--- src/rtl/spim_pkg.sv ---
package spim_pkg;

  // Word index (byte offset / 4) of each register
  localparam int OFS_CTRL = 0;
  localparam int OFS_STAT = 1;
  localparam int OFS_SYS  = 2;
  localparam int OFS_TX   = 3;
  localparam int OFS_RX   = 4;
  localparam int OFS_AUX  = 5;

  // Status and system bit positions
  localparam int STAT_BUSY_BIT = 0;
  localparam int STAT_RDY_BIT  = 2;
  localparam int SYS_W         = 7;
  localparam int SYS_EN_BIT    = 0;
  localparam int SYS_CS_BIT    = 6;
  localparam logic [SYS_W-1:0] SYS_RESET = 7'h40;

  // Coarse divider choices
  localparam int unsigned PRE_FAST = 16;
  localparam int unsigned PRE_SLOW = 128;

  // Core clocks per sclk half period
  function automatic int unsigned half_clocks(input logic pre_hi, input int unsigned n);
    return (pre_hi ? PRE_SLOW : PRE_FAST) * (n + 1);
  endfunction

endpackage

--- src/rtl/spim_regs.sv ---
module spim_regs
  import spim_pkg::*;
#(
  parameter int ADDR_W    = 5,
  parameter int DATA_W    = 32,
  parameter int WORD_BITS = 8,
  parameter int DIV_W     = 5
) (
  input  logic                 clk,
  input  logic                 rst_n,
  input  logic                 bus_en,
  input  logic                 bus_we,
  input  logic [ADDR_W-1:0]    bus_addr,
  input  logic [DATA_W-1:0]    bus_wdata,
  output logic [DATA_W-1:0]    bus_rdata,
  input  logic                 busy,
  input  logic                 done,
  input  logic [WORD_BITS-1:0] rx_byte,
  output logic [DIV_W-1:0]     div_n,
  output logic                 pre_hi,
  output logic                 cpol,
  output logic                 cpha,
  output logic                 cs_n,
  output logic                 start,
  output logic                 rd_rx,
  output logic                 rx_rdy,
  output logic [WORD_BITS-1:0] tx_byte
);

  localparam int IDX_W  = ADDR_W - 2;
  localparam int CTRL_W = DIV_W + 3;

  logic [IDX_W-1:0]     idx;
  logic                 wr, rd;
  logic                 hit_ctrl, hit_stat, hit_sys, hit_tx, hit_rx;
  logic [CTRL_W-1:0]    ctrl_q;
  logic [SYS_W-1:0]     sys_q;
  logic [WORD_BITS-1:0] rxbuf_q;
  logic                 rdy_q;
  logic                 stat_clr;
  logic                 unused_bits;

  assign idx      = bus_addr[ADDR_W-1:2];
  assign wr       = bus_en && bus_we;
  assign rd       = bus_en && !bus_we;
  assign hit_ctrl = (int'(idx) == OFS_CTRL);
  assign hit_stat = (int'(idx) == OFS_STAT);
  assign hit_sys  = (int'(idx) == OFS_SYS);
  assign hit_tx   = (int'(idx) == OFS_TX);
  assign hit_rx   = (int'(idx) == OFS_RX);

  assign unused_bits = ^{bus_wdata[DATA_W-1:CTRL_W], bus_addr[1:0]};

  // Control and system registers
  always_ff @(posedge clk or negedge rst_n) begin
    if (!rst_n) begin
      ctrl_q <= '0;
      sys_q  <= SYS_RESET;
    end else if (wr) begin
      if (hit_ctrl) ctrl_q <= bus_wdata[CTRL_W-1:0];
      if (hit_sys)  sys_q  <= bus_wdata[SYS_W-1:0];
    end
  end

  assign div_n  = ctrl_q[DIV_W-1:0];
  assign pre_hi = ctrl_q[DIV_W];
  assign cpol   = ctrl_q[DIV_W+1];
  assign cpha   = ctrl_q[DIV_W+2];
  assign cs_n   = sys_q[SYS_CS_BIT];

  // Transfer launch: enabled engine, idle, write to transmit word
  assign start   = wr && hit_tx && sys_q[SYS_EN_BIT] && !busy;
  assign tx_byte = bus_wdata[WORD_BITS-1:0];

  // Receive side: completion has priority over any clear
  assign rd_rx    = rd && hit_rx;
  assign stat_clr = wr && hit_stat && !bus_wdata[STAT_RDY_BIT];

  always_ff @(posedge clk or negedge rst_n) begin
    if (!rst_n) begin
      rxbuf_q <= '0;
      rdy_q   <= 1'b0;
    end else begin
      if (done) begin
        rxbuf_q <= rx_byte;
        rdy_q   <= 1'b1;
      end else if (rd_rx || stat_clr) begin
        rdy_q   <= 1'b0;
      end
    end
  end

  assign rx_rdy = rdy_q;

  // Read mux
  always_comb begin
    bus_rdata = '0;
    if (hit_ctrl) begin
      bus_rdata = DATA_W'(ctrl_q);
    end else if (hit_stat) begin
      bus_rdata[STAT_BUSY_BIT] = busy;
      bus_rdata[STAT_RDY_BIT]  = rdy_q;
    end else if (hit_sys) begin
      bus_rdata = DATA_W'(sys_q);
    end else if (hit_rx) begin
      bus_rdata = DATA_W'(rxbuf_q);
    end
  end

endmodule

--- src/rtl/spim_tick_gen.sv ---
module spim_tick_gen #(
  parameter int HALF_W = 13
) (
  input  logic              clk,
  input  logic              rst_n,
  input  logic              start,
  input  logic              run,
  input  logic [HALF_W-1:0] half_len,
  output logic              tick
);

  logic [HALF_W-1:0] cnt_q;
  logic [HALF_W-1:0] half_q;

  assign tick = run && (cnt_q == (half_q - HALF_W'(1)));

  always_ff @(posedge clk or negedge rst_n) begin
    if (!rst_n) begin
      cnt_q  <= '0;
      half_q <= '0;
    end else begin
      if (start) half_q <= half_len;
      if (start || tick || !run) cnt_q <= '0;
      else                       cnt_q <= cnt_q + HALF_W'(1);
    end
  end

endmodule

--- src/rtl/spim_shift_engine.sv ---
module spim_shift_engine #(
  parameter int WORD_BITS = 8
) (
  input  logic                 clk,
  input  logic                 rst_n,
  input  logic                 start,
  input  logic [WORD_BITS-1:0] tx_byte,
  input  logic                 cpol,
  input  logic                 cpha,
  input  logic                 tick,
  input  logic                 miso,
  output logic                 busy,
  output logic                 sclk,
  output logic                 mosi,
  output logic                 done,
  output logic [WORD_BITS-1:0] rx_byte
);

  localparam int N_EDGES   = 2 * WORD_BITS;
  localparam int EDGE_W    = $clog2(N_EDGES);
  localparam int LAST_EDGE = N_EDGES - 1;

  logic [EDGE_W-1:0]    edge_q;
  logic [WORD_BITS-1:0] sh_q;
  logic [WORD_BITS-1:0] rx_q;
  logic                 busy_q, sclk_q, mosi_q, cpha_q;
  logic                 lead;
  logic                 sample_edge, shift_edge;

  assign lead        = ~edge_q[0];
  assign sample_edge = tick && (lead ^ cpha_q);
  assign shift_edge  = tick && !(lead ^ cpha_q);
  assign done        = tick && (edge_q == EDGE_W'(LAST_EDGE));
  assign rx_byte     = sample_edge ? {rx_q[WORD_BITS-2:0], miso} : rx_q;

  always_ff @(posedge clk or negedge rst_n) begin
    if (!rst_n) begin
      busy_q <= 1'b0;
      edge_q <= '0;
      sclk_q <= 1'b0;
      mosi_q <= 1'b0;
      cpha_q <= 1'b0;
      sh_q   <= '0;
      rx_q   <= '0;
    end else if (start) begin
      busy_q <= 1'b1;
      edge_q <= '0;
      sclk_q <= cpol;
      cpha_q <= cpha;
      rx_q   <= '0;
      if (!cpha) begin
        mosi_q <= tx_byte[WORD_BITS-1];
        sh_q   <= {tx_byte[WORD_BITS-2:0], 1'b0};
      end else begin
        sh_q   <= tx_byte;
      end
    end else if (busy_q) begin
      if (tick) begin
        sclk_q <= ~sclk_q;
        edge_q <= edge_q + EDGE_W'(1);
        if (done)        busy_q <= 1'b0;
        if (sample_edge) rx_q   <= rx_byte;
        if (shift_edge) begin
          mosi_q <= sh_q[WORD_BITS-1];
          sh_q   <= {sh_q[WORD_BITS-2:0], 1'b0};
        end
      end
    end else begin
      sclk_q <= cpol;
    end
  end

  assign busy = busy_q;
  assign sclk = sclk_q;
  assign mosi = mosi_q;

endmodule

--- src/rtl/spi_byte_master.sv ---
module spi_byte_master
  import spim_pkg::*;
#(
  parameter int ADDR_W    = 5,
  parameter int DATA_W    = 32,
  parameter int WORD_BITS = 8,
  parameter int DIV_W     = 5
) (
  input  logic              clk,
  input  logic              rst_n,
  input  logic              bus_en,
  input  logic              bus_we,
  input  logic [ADDR_W-1:0] bus_addr,
  input  logic [DATA_W-1:0] bus_wdata,
  output logic [DATA_W-1:0] bus_rdata,
  output logic              sclk,
  output logic              mosi,
  input  logic              miso,
  output logic              cs_n
);

  localparam int HALF_W = $clog2(PRE_SLOW) + DIV_W + 1;

  logic [DIV_W-1:0]     div_n_w;
  logic                 pre_hi_w, cpol_w, cpha_w;
  logic                 start_w, busy_w, tick_w, done_w;
  logic                 rd_rx_w, rx_rdy_w;
  logic [WORD_BITS-1:0] tx_byte_w, rx_byte_w;
  logic [HALF_W-1:0]    half_w;

  assign half_w = HALF_W'(half_clocks(pre_hi_w, 32'(div_n_w)));

  spim_regs #(
    .ADDR_W(ADDR_W), .DATA_W(DATA_W), .WORD_BITS(WORD_BITS), .DIV_W(DIV_W)
  ) u_regs (
    .clk(clk), .rst_n(rst_n),
    .bus_en(bus_en), .bus_we(bus_we), .bus_addr(bus_addr),
    .bus_wdata(bus_wdata), .bus_rdata(bus_rdata),
    .busy(busy_w), .done(done_w), .rx_byte(rx_byte_w),
    .div_n(div_n_w), .pre_hi(pre_hi_w), .cpol(cpol_w), .cpha(cpha_w),
    .cs_n(cs_n), .start(start_w), .rd_rx(rd_rx_w), .rx_rdy(rx_rdy_w),
    .tx_byte(tx_byte_w)
  );

  spim_tick_gen #(.HALF_W(HALF_W)) u_tick (
    .clk(clk), .rst_n(rst_n), .start(start_w), .run(busy_w),
    .half_len(half_w), .tick(tick_w)
  );

  spim_shift_engine #(.WORD_BITS(WORD_BITS)) u_engine (
    .clk(clk), .rst_n(rst_n), .start(start_w), .tx_byte(tx_byte_w),
    .cpol(cpol_w), .cpha(cpha_w), .tick(tick_w), .miso(miso),
    .busy(busy_w), .sclk(sclk), .mosi(mosi), .done(done_w),
    .rx_byte(rx_byte_w)
  );

endmodule

--- config.mk ---
export PLATFORM = sky130hd
export DESIGN_NAME = spi_byte_master
export DESIGN_NICKNAME = d
export VERILOG_FILES = /design/src/rtl/spim_pkg.sv /design/src/rtl/spim_regs.sv /design/src/rtl/spim_tick_gen.sv /design/src/rtl/spim_shift_engine.sv /design/src/rtl/spi_byte_master.sv
export SDC_FILE = /design/constraint.sdc
export NUM_CORES = 1
export LEC_CHECK = 0
export BUFFER_PORTS_ARGS = -buffer_cell sky130_fd_sc_hd__buf_2
export CORE_MARGIN = 3
export CORE_UTILIZATION = 58
export CTS_BUF_LIST = sky130_fd_sc_hd__clkbuf_2 sky130_fd_sc_hd__clkbuf_4 sky130_fd_sc_hd__clkbuf_8
export DETAILED_ROUTE_END_ITERATION = 16
export PLACE_DENSITY_LB_ADDON = 0.05
export SLEW_MARGIN = 20
export SYNTH_ARGS = -nofsm -noshare
export SYNTH_HDL_FRONTEND = slang
export SYNTH_SLANG_ARGS = --single-unit
--- constraint.sdc ---
create_clock -name clk -period 3.9 [get_ports clk]
set_input_delay 0.39 -clock clk [delete_from_list [all_inputs] [get_ports clk]]
set_output_delay 0.39 -clock clk [all_outputs]
set_load 0.02 [all_outputs]
==> results.sh <==
export IMPL_status="completed"
export IMPL_path_class="flop to flop"
export IMPL_clock_latency_ns=0.34
export IMPL_reg2reg_to="u_regs.rxbuf_q[5]$_DFFE_PN0P_"
export IMPL_die_w_um=90.54
export IMPL_yosys_top_cells_area="dfrtp_1, mux2_2, nand2_1, mux2i_1, buf_4"
export IMPL_via_per_inst=5.585
export IMPL_avgSynthCellArea_um2=9.618
export IMPL_synthArstFlopShare=1.000
export IMPL_min_period_over_period=0.8048
export IMPL_max_stage_delay_ns=0.53
export IMPL_grt_ovfl_total=0
export IMPL_grt_usage=0.2209
export IMPL_fin_crit_ns=3.139
export IMPL_crit_fanout=10
export IMPL_gp_congestion=0.8298
export IMPL_nFillCells=562
export IMPL_core_um2=6869
export IMPL_cts_resized=0
export IMPL_timing_critical_path_arrival_ns=3.36
export IMPL_drtPass1Iterations=5
export IMPL_ys_ff_latch=70
export IMPL_hp_class="input port to async pin"
export IMPL_place_hpwl_um=6227
export IMPL_crit_chain="or4_4 -> or4_1 -> a21o_1 -> a211o_1 -> nor3_4 -> mux2_2"
export IMPL_reg2reg_from="u_tick.half_q[6]$_DFFE_PN0P_"
export IMPL_grt_pass1_vias=3049
export IMPL_synth_cell_type_count=56
export IMPL_finalSetupViolations=0
export IMPL_insertedDiodeCount=0
export IMPL_synth_most_common_cell="dfrtp_1"
export IMPL_clockBufferDepth=2
export IMPL_nNetsFinal=512
export IMPL_numPortBuffers=26
export IMPL_wirelength_um=8575
export IMPL_synth_cells=431
export IMPL_worst_slew_pin_slew_ns=0.9568
export IMPL_ctsHoldBuffers=0
export IMPL_wl_per_cell_um=15.34
export IMPL_synth_warnings=0
export IMPL_drc_errors=0
export IMPL_crit_end="u_regs.rxbuf_q[5]$_DFFE_PN0P_"
export IMPL_ant_nets=0
export IMPL_cts_root_buffer_cell="clkbuf_8"
export IMPL_endpoint_kind="flop"
export IMPL_drv_slew=0
export IMPL_ys_top_cells_by_count="dfrtp_1, nand2_1, nor2_1"
export IMPL_h_tree_depth=3
export IMPL_syn_area_um2=4145
export IMPL_slew_headroom=0.3572
export IMPL_rr_worst_depth=6
export IMPL_multi_input_area_um2=2201
export IMPL_die_y_um=90.54
export IMPL_synth_edf_count=0
export IMPL_fmax_mhz=318.6
export IMPL_synth_top_area_cell="dfrtp_1"
export IMPL_numCtsBuffers=9
export IMPL_grt_max_degree=39
export IMPL_setup_tns_ns=0
export IMPL_grt_pass1_wl_um=14680
export IMPL_start_kind="flop"
export IMPL_rsz0062_at_grt="false"
export IMPL_power_density_nw_per_um2=377.2
export IMPL_num_rows=30
export IMPL_cts_setup_buffers=0
export IMPL_areaGrowthSynthToFinish_pct=8.361
export IMPL_cts_tree="yes"
export IMPL_stdcell_count=559
export IMPL_cp_data_required_time_ns=4.12
export IMPL_skew_ns=0.008524
export IMPL_seq_area_frac_synth=0.4229
export IMPL_drt_initial_drc_count=211
export IMPL_clk_pin_slew_ns=0.07
export IMPL_vias=3122
export IMPL_seqCellArea_um2=1753
export IMPL_synth_top_area_share=0.4165
export IMPL_max_cap_violations=0
export IMPL_start_util=0.6035
export IMPL_hold_viol_final=0
export IMPL_worstSetupStartpoint="u_tick.half_q[6]$_DFFE_PN0P_"
export IMPL_cts_sinks=70
export IMPL_peakVddDrop_mv=0.2393
export IMPL_synth_main_ff_cell="dfrtp_1"
export IMPL_ff2ff_setup_slack_ns=0.76
export IMPL_antenna_found_initial=0
export IMPL_drive_gt1_frac=0.1749
export IMPL_die_area_um2=8197
export IMPL_ios=77
export IMPL_cp_slowest_cell="or4_4"
export IMPL_leakage_uw=0.002109
export IMPL_place_inst=543
where the power goes:
group          leakage, µW  switching, µW  total (µW)  internal, µW
registers         0.000913           61.9         830           768
logic              0.00109            141         254           113
clock network     0.000106            266         610           344
total              0.00211            469        1690          1230
metrics by stage:
stage	cell area (µm²)	util	setup WS, ns	power (µW)	hold slack [ns]
6_report	4492	0.6539	0.7611	1694	0.1641
5_1_grt	4492	0.6539	0.5823	1783	0.2069
4_1_cts	4492	0.6539	0.7589	1709	0.1846
3_5_place_dp	4283	0.6235	0.7565	1096	0.4731
3_3_place_gp	4283	0.6235	0.7834	1093	0.4395
2_1_floorplan	4239	-	1.014	1030	0.09441
flip-flops by register name (all words and copies together), names as in the netlist, 4 cells and up:
register	flops
u_regs.sys_q	7
u_regs.rxbuf_q	8
u_tick.cnt_q	13
u_engine.sh_q	8
u_tick.half_q	9
u_engine.edge_q	4
u_regs.ctrl_q	8
u_engine.rx_q	8
layout make-up:
cell class | count | share of cell area
Clock buffer | 13 | 0.03705
Clock inverter | 3 | 0.009471
Inverter | 7 | 0.005850
Multi-Input combinational cell | 337 | 0.4900
Sequential cell | 70 | 0.3903
Tap cell | 96 | 0.02674
Timing Repair Buffer | 33 | 0.04067
cell families (layout without fill, tap and decap cells):
| logic type | after synthesis | count (layout) | share of synthesized area |
|---|---|---|---|
| AO/OA/AOI/OAI | 65 | 65 | 0.1014 |
| XOR/XNOR | 28 | 28 | 0.05916 |
| adder cells (fa/ha/maj) | 12 | 12 | 0.03803 |
| buffers and inverters | 49 | 56 | 0.06882 |
| flip-flops | 70 | 70 | 0.4229 |
| multiplexers | 47 | 47 | 0.1207 |
| other | 1 | 26 | 0.0009047 |
| AND/OR/NAND/NOR | 159 | 159 | 0.1881 |
critical path, delay by kind of cell, from the launching register on:
kind,cells,cell delay (ns)
AND/OR/NAND/NOR,3,1.52
AO/OA/AOI/OAI,2,0.65
flip-flops,1,0.47
multiplexers,1,0.39
layout by cell type, fill, tap and decap left out, drive strengths merged, types with 4 or more instances in the layout:
cell type | netlist | layout
dfrtp | 69 | 69
and3 | 6 | 6
o21ai | 18 | 18
buf | 28 | 33
nand3 | 15 | 15
nor2b | 4 | 4
a21o | 4 | 4
mux2i | 23 | 23
nor3 | 7 | 7
nand2 | 62 | 62
a21oi | 14 | 14
mux2 | 24 | 24
or3 | 6 | 6
xor2 | 11 | 11
o221ai | 5 | 5
xnor2 | 17 | 17
inv | 7 | 7
ha | 11 | 11
conb | 1 | 26
clkbuf | 14 | 13
nor2 | 35 | 35
per-layer routing:
layer  global-route usage  up-vias  share of wire
met5                    0        -              0
met1               0.3034     1520           0.46
met4              0.06378        0          0.018
met3              0.04333        9          0.046
met2               0.3564       78           0.48
li1                     -     1515              -
worst min path at each step:
stage / endpoint / slack (ns) / depth (start not counted)
floorplan: u_engine.busy$_DFF_PN0_ / 0.09 / 0
global placement: u_tick.cnt_q[0]$_DFF_PN0_ / 0.44 / 1
detailed placement: u_tick.cnt_q[0]$_DFF_PN0_ / 0.47 / 1
CTS: u_tick.cnt_q[7]$_DFF_PN0_ / 0.18 / 1
global route: u_tick.cnt_q[7]$_DFF_PN0_ / 0.21 / 1
finish: u_tick.cnt_q[7]$_DFF_PN0_ / 0.16 / 1
(Power assumes the default switching activity.)
